File: src/rtl/fibseq_pkg.sv
package fibseq_pkg;

    localparam int NREG   = 3;
    localparam int SEL_W  = 2;
    localparam int NOPER  = 2;
    localparam int ST_W   = 3;
    localparam int NCMD   = 3;
    localparam int ADDR_W = ST_W + NCMD;
    localparam int DEPTH  = 1 << ADDR_W;

    typedef enum logic [ST_W-1:0] {
        ST_IDLE = 3'd0,
        ST_INIT = 3'd1,
        ST_ADD  = 3'd2,
        ST_MOV0 = 3'd3,
        ST_MOV1 = 3'd4,
        ST_HALT = 3'd5
    } seq_state_e;

    // register input selects
    localparam logic [SEL_W-1:0] RS_ZERO  = 2'd0;
    localparam logic [SEL_W-1:0] RS_ONE   = 2'd1;
    localparam logic [SEL_W-1:0] RS_ADDER = 2'd2;
    localparam logic [SEL_W-1:0] RS_NEXT  = 2'd3;
    // adder operand selects
    localparam logic [SEL_W-1:0] AS_ONE   = 2'd0;
    localparam logic [SEL_W-1:0] AS_R0    = 2'd1;
    localparam logic [SEL_W-1:0] AS_R1    = 2'd2;
    localparam logic [SEL_W-1:0] AS_R2    = 2'd3;

    typedef struct packed {
        logic [NOPER-1:0][SEL_W-1:0] asrc;
        logic [NREG-1:0][SEL_W-1:0]  rsrc;
        logic [NREG-1:0]             load;
    } ctrl_word_t;

    typedef struct packed {
        seq_state_e nxt;
        ctrl_word_t ctrl;
    } rom_word_t;

    // address layout: {state, start, halt, rearm}
    function automatic logic [ADDR_W-1:0] rom_addr(seq_state_e st, logic go,
                                                   logic stop, logic rearm);
        return {st, go, stop, rearm};
    endfunction

    // computes one table entry
    function automatic rom_word_t fib_ucode(logic [ADDR_W-1:0] addr);
        rom_word_t  w;
        logic       go, stop, rearm;
        logic [ST_W-1:0] cur;
        {cur, go, stop, rearm} = addr;
        w     = '0;
        w.nxt = ST_IDLE;
        case (cur)
            ST_IDLE: w.nxt = go ? ST_INIT : ST_IDLE;
            ST_INIT: begin
                w.ctrl.load[0] = 1'b1;
                w.ctrl.rsrc[0] = RS_ZERO;
                w.ctrl.load[1] = 1'b1;
                w.ctrl.rsrc[1] = RS_ONE;
                w.nxt          = ST_ADD;
            end
            ST_ADD: begin
                w.ctrl.load[2] = 1'b1;
                w.ctrl.rsrc[2] = RS_ADDER;
                w.ctrl.asrc[0] = AS_R0;
                w.ctrl.asrc[1] = AS_R1;
                w.nxt          = ST_MOV0;
            end
            ST_MOV0: begin
                w.ctrl.load[0] = 1'b1;
                w.ctrl.rsrc[0] = RS_NEXT;
                w.nxt          = ST_MOV1;
            end
            ST_MOV1: begin
                w.ctrl.load[1] = 1'b1;
                w.ctrl.rsrc[1] = RS_NEXT;
                w.nxt          = stop ? ST_HALT : ST_ADD;
            end
            ST_HALT: w.nxt = rearm ? ST_IDLE : ST_HALT;
            default: w.nxt = ST_IDLE;
        endcase
        return w;
    endfunction

endpackage

File: src/rtl/fibseq_rom.sv
module fibseq_rom
    import fibseq_pkg::*;
(
    input  logic [ADDR_W-1:0] addr_i,
    output rom_word_t         word_o
);
    rom_word_t table_w [DEPTH];

    for (genvar a = 0; a < DEPTH; a++) begin : g_entry
        assign table_w[a] = fib_ucode(ADDR_W'(a));
    end

    assign word_o = table_w[addr_i];
endmodule

File: src/rtl/fibseq_state.sv
module fibseq_state
    import fibseq_pkg::*;
(
    input  logic       clk,
    input  logic       rst,
    input  seq_state_e nxt_i,
    output seq_state_e state_o
);
    always_ff @(posedge clk) begin
        if (rst) state_o <= ST_IDLE;
        else     state_o <= nxt_i;
    end
endmodule

File: src/rtl/fibseq_ctrl.sv
module fibseq_ctrl
    import fibseq_pkg::*;
(
    input  logic                    clk,
    input  logic                    rst,
    input  logic                    start_i,
    input  logic                    halt_i,
    input  logic                    rearm_i,
    output logic [NREG-1:0]         load_o,
    output logic [NREG*SEL_W-1:0]   rsrc_o,
    output logic [NOPER*SEL_W-1:0]  asrc_o,
    output logic [ST_W-1:0]         state_o
);
    seq_state_e  cur_q;
    rom_word_t   word;
    logic [ADDR_W-1:0] addr;

    assign addr = rom_addr(cur_q, start_i, halt_i, rearm_i);

    fibseq_rom u_rom (
        .addr_i (addr),
        .word_o (word)
    );

    fibseq_state u_state (
        .clk     (clk),
        .rst     (rst),
        .nxt_i   (word.nxt),
        .state_o (cur_q)
    );

    assign load_o  = word.ctrl.load;
    assign rsrc_o  = word.ctrl.rsrc;
    assign asrc_o  = word.ctrl.asrc;
    assign state_o = cur_q;
endmodule

File: config.mk
export PLATFORM = sky130hd
export DESIGN_NAME = fibseq_ctrl
export DESIGN_NICKNAME = d
export VERILOG_FILES = /design/src/rtl/fibseq_pkg.sv /design/src/rtl/fibseq_rom.sv /design/src/rtl/fibseq_state.sv /design/src/rtl/fibseq_ctrl.sv
export SDC_FILE = /design/constraint.sdc
export NUM_CORES = 1
export LEC_CHECK = 0
export CAP_MARGIN = 10
export CORE_AREA = 2 2 39 41
export CTS_CLUSTER_SIZE = 24
export DETAILED_ROUTE_END_ITERATION = 16
export DIE_AREA = 0 0 41 43
export PLACE_DENSITY_LB_ADDON = 0.1
export SYNTH_ARGS = -nofsm -noshare
export SYNTH_HDL_FRONTEND = slang
export SYNTH_SLANG_ARGS = --single-unit
File: constraint.sdc
create_clock -name clk -period 2 [get_ports clk]
set_input_delay 0.4 -clock clk [delete_from_list [all_inputs] [get_ports clk]]
set_output_delay 0.4 -clock clk [all_outputs]
set_load 0.02 [all_outputs]
# After elaboration in Yosys (flattened, before gate mapping)
# Memory sizes are Yosys's and may differ from the RTL's.
# Index checks and enable logic that the tools add are counted.
# W data, S select, Z words.
# word_totals
memories	1
regBits	3
romBits	1024
out_inout_bits	16
# memory_table
memory	depth	width	read_ports	rd_ports_with_merged_regs	wr	line_no	text
(name not given)	64	16	1	0	0	fibseq_rom.sv:13	assign word_o = table_w[addr_i];
# op_classes
mux	2
order_cmp	1
n_bitwise	1
# ops
op	count
$mux W16	2
$ge A7 B7 Y1 const B	1
$not A6 Y7	1

# Longest topological paths before layout
# logic_depth
depth_word	4
mapped_depth	5
ltp_nobuf	5

# Cells and area by module
# From an unflattened synthesis, not the netlist that was laid out.
# unflattened
cells_unflattened	37
area_unflattened_um2	314.1
# by_module_without_submodules
mod	cells_each	seq_area_each_um2	area_each_um2	instances
fibseq_rom	31	0.0	235.2	1
fibseq_state	6	60.1	78.8	1

# Worst setup path after synthesis
# No wires, ideal clock.
# synth_timing
path_type	register -> output
start	register u_state.state_o[0]
end	output port load_o[1]
arrival_time_ns	1.275
stages_incl_launch_ff	5
setup_slack_ns	0.325
path_buffers	1
cell_sequence	dfxtp_1 > inv_1 > ha_1 > mux2_2 > buf_4
# synth_rtl
item	line_no	text
from (decl)	fibseq_state.sv:7	output seq_state_e state_o
from (signal assigned)	fibseq_state.sv:11	else state_o <= nxt_i;
to (decl)	fibseq_ctrl.sv:9	output logic [NREG-1:0] load_o,

# Worst setup path after layout
# layout_timing
start	register u_state.state_o[2]
end	output port load_o[0]
# layout_between
elab_chain_len	4
# layout_lines
item	line_no
$not A6 Y7 (implied by the code)	fibseq_rom.sv:13
$mem_v2 Z64 W16	-
$mux W16 (implied by the code) (2 in series)	fibseq_rom.sv:13
# No other way between the ends. The select of a mux whose other input is x is not followed.

==> impl_metrics.json <==
{
  "grtUsageTotal_pct": 7.631,
  "post_drt_wl_per_cell_microns": 8.910,
  "initial_core_util_pct": 25.23,
  "io_pins": 21,
  "cap_violations": 0,
  "ff2ff_path_depth": 5,
  "htree_num_levels": 1,
  "clock_latency_ns": 0.23,
  "synth_top_area_share_pct": 27.96,
  "rows": 14,
  "place_area_sq_um": 460.4,
  "synth_common_cells": "buf_4 (13), ha_1 (4), nor2_1 (4)",
  "min_path_type": "register to register",
  "post-cts-setup-buffers": 0,
  "postLayoutCoreUtil_pct": 34.63,
  "period_minus_slack_ns": 1.894,
  "power.leakage_nw": 0.2656,
  "cts_made_buffers": 3,
  "drv_slew": 0,
  "rsz0062_at_grt": "false",
  "yosysMostFrequentCell": "buf_4",
  "yosysSeqAreaShare_pct": 17.20,
  "path_clk_slew_ns": 0.04,
  "yosys_warnings": 0,
  "postRouteAntennaNets": 0,
  "timing.hold.ws_ns": 0.5747,
  "ys_ff_latch": 3,
  "ir_worst_vdd_mv": 0.3088,
  "ys.flop_type": "dfxtp_1",
  "area_growth_syn_to_layout_pct": 37.28,
  "synth_cell_type_count": 16,
  "hold_viol": 0,
  "netlist_top_cells_area": "buf_4 (28%), dfxtp_1 (17%), ha_1 (14%)",
  "grt_pass1_vias": 229,
  "num_vias": 244,
  "critPathLaunchType": "register",
  "synth_area_sq_um": 349.1,
  "whs_path_depth": 2,
  "instances_no_fill": 67,
  "diodes": 0,
  "fill_cells": 155,
  "drt-initial-drc-count": 2,
  "yosysTopAreaCell": "buf_4",
  "cts_tree": "built",
  "powerDensity_nw_per_um2": 716.1,
  "finalSetupViolCount": 0,
  "grt_pass1_wl_microns": 855,
  "numPortBuffers": 17,
  "cts_root_buf": "clkbuf_4",
  "largestRegisters": "u_state.state_o: 3 flops",
  "antenna_found_initial": 0,
  "core_sq_um": 1384,
  "regMostFlops": "u_state.state_o",
  "cp.arrival_ns": 1.49,
  "cts.sinks": 3,
  "path_max_fanout": 8,
  "drt-pass1-iter-count": 2,
  "final_area_sq_um": 479.2,
  "setup_tns_ns": 0,
  "async_flop_share_pct": 0,
  "end_kind": "output port",
  "viasPerCell": 3.642,
  "final_nets": 61,
  "wirelength_microns": 597,
  "finalClockSkew_ns": 0.0003270,
  "fin_crit_sh_pct": 94.70,
  "path_class": "register to output port",
  "place_inst": 63,
  "fmax_mhz": 528.0,
  "synth-edff-count": 0,
  "drive_above_1_share_pct": 19.61,
  "grt_max_degree": 9,
  "die_y_microns": 43,
  "die-area_sq_um": 1763,
  "cp.required_ns": 1.60,
  "largest_reg_flops": 3,
  "cts_hold_buf": 0,
  "gp_congestion": 0.7385,
  "avgSynthCellArea_sq_um": 8.951,
  "die_x_microns": 41,
  "drc": 0,
  "dp_hpwl_microns": 512,
  "globalRouteOverflowTotal": 0,
  "clockBufferDepth": 2,
  "status": "finished clean",
  "syn_inst": 39
}
per-stage QoR:
stage	setup WS (ns)	power, W
2_1_floorplan	0.3251	0.0002090
6_report	0.1059	0.0003431
5_1_grt	0.04712	0.0003686
3_3_place_gp	0.1597	0.0002582
4_1_cts	0.03689	0.0003507
3_5_place_dp	0.1442	0.0002585
cells in the final DEF, fill, tap and decap left out:
cell type / count
dfxtp_1: 3
a31oi_1: 1
a21oi_1: 1
clkbuf_1: 1
clkbuf_4: 3
dlygate4sd2_1: 8
nor2b_1: 2
ha_1: 4
and2_1: 1
nand4bb_4: 1
conb_1: 3
clkdlybuf4s50_1: 8
buf_4: 3
nand2b_1: 1
inv_1: 3
dlymetal6s2s_1: 1
o21ai_2: 1
o41ai_2: 1
mux2_2: 1
nor2_1: 4
critical path: stages (launching register included):
cell and delay (ns):
dfxtp_1 0.38, buf_4 0.18, nor2_1 0.09, clkdlybuf4s50_1 0.61
what timing repair did:
item                                    CTS  global route
hold endpoints to repair                  0             0
pin swaps                                 0             0
gates resized for setup                   8             1
endpoints found under the setup margin    8             1
where the power goes:
group,internal (W),switching [W]
registers,0.0000673,0.00000712
logic,0.0000744,0.0000900
clock network,0.0000747,0.0000297
total,0.000216,0.000127
final cells by class:
class | instances | area, sq um | share of cell area (%)
multi-input combinational | 21 | 176.4 | 36.81
timing repair buffer | 20 | 185.2 | 38.64
clock buffer | 4 | 26.28 | 5.483
inverter | 3 | 11.26 | 2.350
sequential | 3 | 60.06 | 12.53
tap | 16 | 20.02 | 4.178
path summary, 6_finish.rpt:
check                                      from                             to  slack, ns
setup reg to reg  u_state.state_o[1]$_SDFF_PP0_  u_state.state_o[1]$_SDFF_PP0_       0.84
hold / removal    u_state.state_o[1]$_SDFF_PP0_  u_state.state_o[0]$_SDFF_PP0_       0.57
hold reg to reg   u_state.state_o[1]$_SDFF_PP0_  u_state.state_o[0]$_SDFF_PP0_       0.57
setup / recovery  u_state.state_o[2]$_SDFF_PP0_                      load_o[0]       0.11
logic make-up (layout without fill, tap and decap cells):
group / Yosys count / after routing / share of synthesized area (%)
buffers and inverters: 17 / 27 / 34.41
AOI/OAI and AO/OA: 4 / 4 / 10.40
muxes: 1 / 1 / 3.226
and+or+nand+nor: 9 / 9 / 19.36
DFF: 3 / 3 / 17.20
other: 1 / 3 / 1.074
adders and majority gates: 4 / 4 / 14.34
layer usage:
| metal | wire [microns] | share of wire, % | up-vias | global-route usage [%] |
|---|---|---|---|---|
| li1 | - | - | 132 | - |
| met1 | 245 | 41 | 99 | 9.003 |
| met2 | 295 | 49 | 11 | 10.31 |
| met3 | 39 | 6.5 | 2 | 1.571 |
| met4 | 17 | 2.8 | 0 | 8.000 |
| met5 | 0 | 0 | - | 0 |
No activity file was read; power rests on OpenSTA's default activity.
